==> src/rtl/fec_fmt_pkg.sv <==
`timescale 1ns/1ps
package fec_fmt_pkg;

    localparam int unsigned BYTE_W    = 8;
    localparam logic [7:0]  SYNC_NORM = 8'h47;
    localparam logic [7:0]  SYNC_FLIP = 8'hB8;

    typedef struct packed {
        logic [BYTE_W-1:0] data;
        logic              stb;
        logic              sync;
        logic              is_data;
    } fmt_beat_t;

    function automatic logic [BYTE_W-1:0] shape_byte(
        input logic [BYTE_W-1:0] d,
        input logic              first,
        input logic              payload,
        input logic              restore,
        input logic              pass_parity
    );
        if (first && restore && d == SYNC_FLIP)
            return SYNC_NORM;
        else if (!payload && !pass_parity)
            return '0;
        else
            return d;
    endfunction

endpackage

==> src/rtl/fec_fmt_pos.sv <==
`timescale 1ns/1ps
module fec_fmt_pos #(
    parameter int unsigned BLOCK_LEN  = 204,
    parameter int unsigned PARITY_LEN = 16
) (
    input  logic clk,
    input  logic rst,
    input  logic in_valid,
    input  logic in_sos,
    output logic is_first,
    output logic is_data
);
    localparam int unsigned DATA_LEN = BLOCK_LEN - PARITY_LEN;
    localparam int unsigned POS_W    = $clog2(BLOCK_LEN);
    localparam logic [POS_W-1:0] LAST_POS = POS_W'(BLOCK_LEN - 1);
    localparam logic [POS_W-1:0] DATA_END = POS_W'(DATA_LEN);

    logic [POS_W-1:0] cnt_q;
    logic [POS_W-1:0] pos;

    assign pos      = in_sos ? '0 : cnt_q;
    assign is_first = (pos == '0);
    assign is_data  = (pos < DATA_END);

    always_ff @(posedge clk) begin
        if (rst)
            cnt_q <= '0;
        else if (in_valid)
            cnt_q <= (pos == LAST_POS) ? '0 : pos + 1'b1;
    end


    cnt_range_chk: assert property (@(posedge clk) disable iff (rst)
        cnt_q <= LAST_POS);


    resync_chk: assert property (@(posedge clk) disable iff (rst)
        (in_valid && in_sos) |=> (cnt_q == POS_W'(1)));

endmodule

==> src/rtl/fec_fmt_byte_path.sv <==
`timescale 1ns/1ps
module fec_fmt_byte_path
    import fec_fmt_pkg::*;
(
    input  logic              clk,
    input  logic              rst,
    input  logic              in_valid,
    input  logic [BYTE_W-1:0] in_data,
    input  logic              is_first,
    input  logic              is_data,
    input  logic              cfg_gate_parity,
    input  logic              cfg_sync_restore,
    input  logic              cfg_parity_pass,
    output fmt_beat_t         beat_q
);
    fmt_beat_t beat_d;

    always_comb begin
        beat_d.data    = shape_byte(in_data, is_first, is_data,
                                    cfg_sync_restore, cfg_parity_pass);
        beat_d.stb     = in_valid && !(cfg_gate_parity && !is_data);
        beat_d.sync    = in_valid && is_first;
        beat_d.is_data = is_data;
    end

    always_ff @(posedge clk) begin
        if (rst) begin
            beat_q <= '0;
        end else if (in_valid) begin
            beat_q <= beat_d;
        end else begin
            beat_q.stb  <= 1'b0;
            beat_q.sync <= 1'b0;
        end
    end


    gated_parity_chk: assert property (@(posedge clk) disable iff (rst)
        (in_valid && !is_data && cfg_gate_parity) |=> !beat_q.stb);


    stb_source_chk: assert property (@(posedge clk) disable iff (rst)
        !in_valid |=> (!beat_q.stb && !beat_q.sync));

endmodule

==> src/rtl/fec_fmt_err_hold.sv <==
`timescale 1ns/1ps
module fec_fmt_err_hold (
    input  logic clk,
    input  logic rst,
    input  logic in_valid,
    input  logic is_first,
    input  logic in_uncorr,
    output logic err_q
);
    always_ff @(posedge clk) begin
        if (rst)
            err_q <= 1'b0;
        else if (in_valid && is_first)
            err_q <= in_uncorr;
    end


    err_hold_chk: assert property (@(posedge clk) disable iff (rst)
        !(in_valid && is_first) |=> $stable(err_q));

endmodule

==> src/rtl/fec_out_formatter.sv <==
`timescale 1ns/1ps
module fec_out_formatter
    import fec_fmt_pkg::*;
#(
    parameter int unsigned BLOCK_LEN  = 204,
    parameter int unsigned PARITY_LEN = 16
) (
    input  logic       clk,
    input  logic       rst,
    input  logic       in_valid,
    input  logic [7:0] in_data,
    input  logic       in_sos,
    input  logic       in_uncorr,
    input  logic       cfg_gate_parity,
    input  logic       cfg_clk_invert,
    input  logic       cfg_sync_restore,
    input  logic       cfg_parity_pass,
    output logic [7:0] out_data,
    output logic       out_byte_clk,
    output logic       out_sync,
    output logic       out_is_data,
    output logic       out_err
);
    logic      is_first;
    logic      is_data;
    fmt_beat_t beat;

    fec_fmt_pos #(
        .BLOCK_LEN (BLOCK_LEN),
        .PARITY_LEN(PARITY_LEN)
    ) u_pos (
        .clk     (clk),
        .rst     (rst),
        .in_valid(in_valid),
        .in_sos  (in_sos),
        .is_first(is_first),
        .is_data (is_data)
    );

    fec_fmt_byte_path u_path (
        .clk             (clk),
        .rst             (rst),
        .in_valid        (in_valid),
        .in_data         (in_data),
        .is_first        (is_first),
        .is_data         (is_data),
        .cfg_gate_parity (cfg_gate_parity),
        .cfg_sync_restore(cfg_sync_restore),
        .cfg_parity_pass (cfg_parity_pass),
        .beat_q          (beat)
    );

    fec_fmt_err_hold u_err (
        .clk      (clk),
        .rst      (rst),
        .in_valid (in_valid),
        .is_first (is_first),
        .in_uncorr(in_uncorr),
        .err_q    (out_err)
    );

    assign out_data     = beat.data;
    assign out_sync     = beat.sync;
    assign out_is_data  = beat.is_data;
    assign out_byte_clk = beat.stb ^ cfg_clk_invert;


    sync_in_payload_chk: assert property (@(posedge clk) disable iff (rst)
        out_sync |-> out_is_data);


    sync_restored_chk: assert property (@(posedge clk) disable iff (rst)
        (in_valid && is_first && cfg_sync_restore) |=> (out_data != SYNC_FLIP));


    parity_blank_chk: assert property (@(posedge clk) disable iff (rst)
        (in_valid && !is_data && !cfg_parity_pass) |=> (out_data == 8'h00));

endmodule

==> config.mk <==
export PLATFORM = sky130hd
export DESIGN_NAME = fec_out_formatter
export DESIGN_NICKNAME = d
export VERILOG_FILES = /design/src/rtl/fec_fmt_pkg.sv /design/src/rtl/fec_fmt_pos.sv /design/src/rtl/fec_fmt_byte_path.sv /design/src/rtl/fec_fmt_err_hold.sv /design/src/rtl/fec_out_formatter.sv
export SDC_FILE = /design/constraint.sdc
export NUM_CORES = 1
export LEC_CHECK = 0
export ABC_CLOCK_PERIOD_IN_PS = 2200
export BUFFER_PORTS_ARGS = -buffer_cell sky130_fd_sc_hd__buf_4
export CAP_MARGIN = 25
export CELL_PAD_IN_SITES_DETAIL_PLACEMENT = 0
export CELL_PAD_IN_SITES_GLOBAL_PLACEMENT = 1
export CORE_UTILIZATION = 37
export CTS_CLUSTER_SIZE = 10
export DETAILED_ROUTE_END_ITERATION = 7
export GPL_ROUTABILITY_DRIVEN = 1
export GPL_TIMING_DRIVEN = 0
export HOLD_SLACK_MARGIN = 0.03
export PLACE_DENSITY = 0.89
export SKIP_LAST_GASP = 1
export SYNTH_ARGS = -nofsm -noshare
export SYNTH_HDL_FRONTEND = slang
export SYNTH_SLANG_ARGS = --single-unit
export TNS_END_PERCENT = 10
==> constraint.sdc <==
create_clock -name clk -period 2.2 [get_ports clk]
set_input_delay 0.44 -clock clk [delete_from_list [all_inputs] [get_ports clk]]
set_output_delay 0.44 -clock clk [all_outputs]
set_load 0.01 [all_outputs]
After elaboration in Yosys (flattened, before gate mapping) --
Index checks and enable logic that the tools add are counted. Widths: inputs -> output; s select.
Cells by class: $add $sub $neg 1, $lt $le $gt $ge 1, equal/unequal tests 2, multiplexer cells 4, bitwise operators 2, reduce and logical (&&, ||, !) cells 11
Operator list (count):
- $mux 8 | 4
- $eq 8x8->1 const B | 2
- $add 8x1->8 const B | 1
- $logic_not 8->1 | 1
- $lt 8x8->1 const B | 1
- $logic_and 1x1->1 | 6
- $logic_not 1->1 | 3
- $reduce_or 2->1 | 1
- $not 1->1 | 1
- $xor 1x1->1 | 1
Storage, ports and cells: flip-flop bits (word level) 20, input bits 17, output and inout port bits 12, logic and storage cells 27

Depth between registers and ports, before layout --
word-level depth 6, mapped depth 8, mapped depth without buffers 7

Modules after synthesis --
A second synthesis with hierarchy kept.
Second synthesis, totals: cell total of the unflattened synthesis 118, area total of the unflattened synthesis 1004.7 sq um
Modules (own cells, without submodules):
- fec_fmt_pos | times used 1, cells each 60, area an instance 485.5 sq um, sequential area each 160.2 sq um
- fec_fmt_byte_path | times used 1, cells each 53, area an instance 466.7 sq um, sequential area each 220.2 sq um
- fec_fmt_err_hold | times used 1, cells each 4, area an instance 43.8 sq um, sequential area each 20.0 sq um
- fec_out_formatter | times used 1, cells each 1, area an instance 8.8 sq um, sequential area each 0.0 sq um

Worst setup path after synthesis --
Ideal clock, no wire load.
kind input -> register, from in in_sos, to reg u_path.beat_q[3] in the netlist's numbering, library setup time 0.122 ns, arrival 1.888 ns, data required time 2.078 ns, slack 0.191 ns, cell stages on the path 8, path buffers 1, cell sequence buf_2 > nor2b_1 > inv_1 > ha_1 > nor4b_1 > a22oi_1 > and4bb_2 > a221o_1
On the way: word-level cells in the longest chain between the ends 6, elaborated cells between the ends (all ways) 9, those cells by class order compare (1); mux (3); reduce/logical (5)
RTL lines:
- from (decl) | RTL line fec_out_formatter.sv:12 | input logic in_sos,
- $mux 8 * | RTL line fec_fmt_pos.sv:21 | assign pos = in_sos ? '0 : cnt_q;
- $lt 8x8->1 | RTL line fec_fmt_pos.sv:23 | assign is_data = (pos < DATA_END);
- $logic_not 1->1 | RTL line fec_fmt_pkg.sv:24 | else if (!payload && !pass_parity)
- $logic_and 1x1->1 | RTL line fec_fmt_pkg.sv:24
- $mux 8 | RTL line fec_fmt_pkg.sv:24
- $mux 8 * | RTL line fec_fmt_pkg.sv:22 | if (first && restore && d == SYNC_FLIP)
- to (signal assigned) | RTL line fec_fmt_byte_path.sv:30 | beat_q <= beat_d;
- to (decl) | RTL line fec_fmt_byte_path.sv:14 | output fmt_beat_t beat_q
Every way passes the cells marked *; elsewhere a longest branch is shown, timed or not. A chain may end at the register's enable or synchronous reset.

Worst setup path in the final report --
from reg u_pos.cnt_q[0], to reg u_path.beat_q[4] in the netlist's numbering
On the way: word-level cells in the longest chain between the ends 6, elaborated cells between the ends (all ways) 9, those cells by class order compare (1); mux (3); reduce/logical (5)
RTL lines:
- from (decl) | RTL line fec_fmt_pos.sv:18 | logic [POS_W-1:0] cnt_q;
- from (signal assigned) | RTL line fec_fmt_pos.sv:29 | cnt_q <= (pos == LAST_POS) ? '0 : pos + 1'b1;
- $mux 8 * | RTL line fec_fmt_pos.sv:21
- $lt 8x8->1 | RTL line fec_fmt_pos.sv:23
- $logic_not 1->1 | RTL line fec_fmt_pkg.sv:24
- $logic_and 1x1->1 | RTL line fec_fmt_pkg.sv:24
- $mux 8 | RTL line fec_fmt_pkg.sv:24
- $mux 8 * | RTL line fec_fmt_pkg.sv:22
Marks and branches as above.

==> flow_summary.json <==
{
  "setup_viol": 0,
  "fmax_mhz": 492,
  "vias": 926,
  "dp_slack_ns": -0.205,
  "antenna_found_initial": 0,
  "clockBufferDepth": 2,
  "cap_violations": 0,
  "ys_warn_count": 0,
  "p_comb_frac": 0.163,
  "async_flop_share": 0,
  "status": "complete, no violations",
  "power_mw": 0.711,
  "synth_nets": 128,
  "synth.cell_area_um2": 1010,
  "grt.overflow.total": 0,
  "critical_path_arrival_ns": 2.22,
  "synth_edf_count": 0,
  "wirelength_mm": 2.28,
  "hpwl_mm": 1.74,
  "min_path_type": "in -> reg",
  "wl_per_cell_um": 13.3,
  "yosysSeqAreaShare": 0.396,
  "clock_sinks": 20,
  "vias_per_cell": 5.42,
  "synth_cell_types": 35,
  "gp_congestion": 0.810,
  "htree_levels": 1,
  "final.period_utilization": 0.923,
  "switching_power_mw": 0.167,
  "yosysTopAreaCell": "dfxtp_1",
  "syn-instance-count": 109,
  "core.rowCount": 18,
  "switching_share": 0.234,
  "grt_pass1_vias": 856,
  "syn_to_final_growth_pct": 28.6,
  "core_area_um2": 2520,
  "synth_top_area_share": 0.396,
  "diodes": 0,
  "ant_nets": 0,
  "start_util": 0.401,
  "dr.pass1.iters": 4,
  "crit_type": "reg -> reg",
  "cts_root_buffer": "clkbuf_4",
  "drc_errors": 0,
  "worst_ir_drop_vdd_mv": 0.450,
  "cts_tree": "done",
  "p_int_mw": 0.544,
  "synth_area_per_cell_um2": 9.27,
  "fin_skew_ns": 0.00337,
  "io_pins": 29,
  "endpoint_kind": "register",
  "setup_ws_ns": 0.169,
  "insertion_delay_ns": 0.29,
  "period_needed_ns": 2.03,
  "port_buffers": 28,
  "ys_ff_latch": 20,
  "clk_pin_slew_ns": 0.11,
  "layout-drive-gt1-share": 0.362,
  "pwr-share-seq": 0.543,
  "cp_max_fo": 5,
  "power.density_nw_per_um2": 547,
  "rsz0062_at_grt": "no",
  "maxSlewViolCount": 0,
  "power.share.clock": 0.293,
  "nNetsFinal": 161,
  "initialDrtViolationCount": 23,
  "die_h_um": 54.3,
  "grtUsageTotal": 0.175,
  "slew_headroom": 0.578,
  "post_layout_nonfiller_instances": 171,
  "start_kind": "register",
  "place_inst": 167,
  "die_x_um": 54.3,
  "yosys-top-cells-area": "dfxtp_1, buf_4, a21oi_1",
  "dieArea_um2": 2950,
  "critPathRequiredTime_ns": 2.39,
  "worst_pin_slew_ns": 0.633,
  "worst_hold_slack_ns": 0.308,
  "grt_pass1_wl_mm": 3.74,
  "hold_violations": 0,
  "cts_buffers": 3,
  "grt_max_degree": 12,
  "synth_flop_cell": "dfxtp_1",
  "p_leak_nw": 0.545
}
==> final timing paths <==
kind                            slack (ns)                     startpoint                       endpoint  cells past startpoint
worst min register to register        0.48  u_path.beat_q[8]$_SDFFE_PP0P_  u_path.beat_q[8]$_SDFFE_PP0P_                      1
worst min-delay path                  0.31                cfg_gate_parity    u_path.beat_q[2]$_SDFF_PP0_                      2
worst max register to register        0.17    u_pos.cnt_q[0]$_SDFFE_PP0P_  u_path.beat_q[4]$_SDFFE_PP0P_                      7
worst max-delay path                  0.17    u_pos.cnt_q[0]$_SDFFE_PP0P_  u_path.beat_q[4]$_SDFFE_PP0P_                      7
==> worst max-delay path: stages (launching register included) <==
cell and delay, ns:
dfxtp_1 0.41, nor2b_1 0.27, inv_1 0.07, ha_1 0.23, nor4b_1 0.15, a22oi_2 0.22, and4bb_2 0.30, a221o_1 0.27
==> final cells by class <==
class / instances / area, um^2
buffer: 13 / 92.6
clock buffer: 4 / 36.3
fill: 251 / 1220
inverter: 6 / 22.5
multi-input combinational: 70 / 500
sequential: 20 / 400
tap: 30 / 37.5
timing repair buffer: 28 / 210
==> power groups by stage <==
stage | Sequential (mW) | Clock [mW] | Combinational [mW]
floorplan | 0.394 | 0 | 0.0573
global placement | 0.394 | 0 | 0.113
detailed placement | 0.395 | 0 | 0.115
CTS | 0.386 | 0.211 | 0.116
global route | 0.389 | 0.236 | 0.127
finish | 0.386 | 0.209 | 0.116
==> state kept, by name, summed over array words and instances, names as in the netlist <==
name,count
u_path.beat_q,11
u_pos.cnt_q,8
u_err.err_q,1
==> cells in the final DEF (no fill, tap or decap), types with 4 or more instances in the layout <==
master,synthesis,routed
a32o_1,4,4
o21ai_0,4,4
a21oi_1,8,8
inv_1,6,6
a221o_1,4,4
nor2_1,5,5
nand3b_1,4,4
dfxtp_1,20,20
buf_4,9,37
a31oi_1,5,5
nand2_1,5,5
==> cell families (layout without fill, tap and decap cells) <==
logic type / count (synthesis) / in the layout / synth area share
AOI/OAI and AO/OA: 30 / 30 / 0.209
muxes: 1 / 1 / 0.00990
DFF: 20 / 20 / 0.396
and+or+nand+nor: 36 / 36 / 0.238
xor gates and xnor gates: 1 / 1 / 0.00866
adders and majority gates: 2 / 2 / 0.0247
buffers and inverters: 19 / 51 / 0.114
==> layer usage <==
| layer | routed length (um) | track usage | part of all wire | up-vias |
|---|---|---|---|---|
| met5 | 0 | 0 | 0 | - |
| met2 | 1060 | 0.297 | 0.46 | 29 |
| met3 | 107 | 0.0250 | 0.047 | 2 |
| met4 | 13 | 0.0812 | 0.0057 | 0 |
| li1 | - | - | - | 463 |
| met1 | 1100 | 0.217 | 0.48 | 432 |
==> metrics by stage <==
step           TNS [ns]  area, um^2  utilization
3_5_place_dp     -0.763        1260        0.499
4_1_cts               0        1290        0.513
2_1_floorplan         0        1010            -
5_1_grt               0        1300        0.515
6_report              0        1300        0.515
3_3_place_gp     -0.610        1260        0.499
==> Yosys cell counts (3+ instances only) <==
library cell	n
dfxtp_1	20
buf_4	9
a21oi_1	8
inv_1	6
a31oi_1	5
nand2_1	5
nor2_1	5
a221o_1	4
a32o_1	4
nand3b_1	4
o21ai_0	4
nand3_1	3
or3_1	3
==> what timing repair did <==
action	in CTS	in global routing
resized for setup	0	1
endpoints found under the setup margin	0	4
buffers inserted	0	0
hold buffers	0	0
No activity file was read; power rests on OpenSTA's default activity.
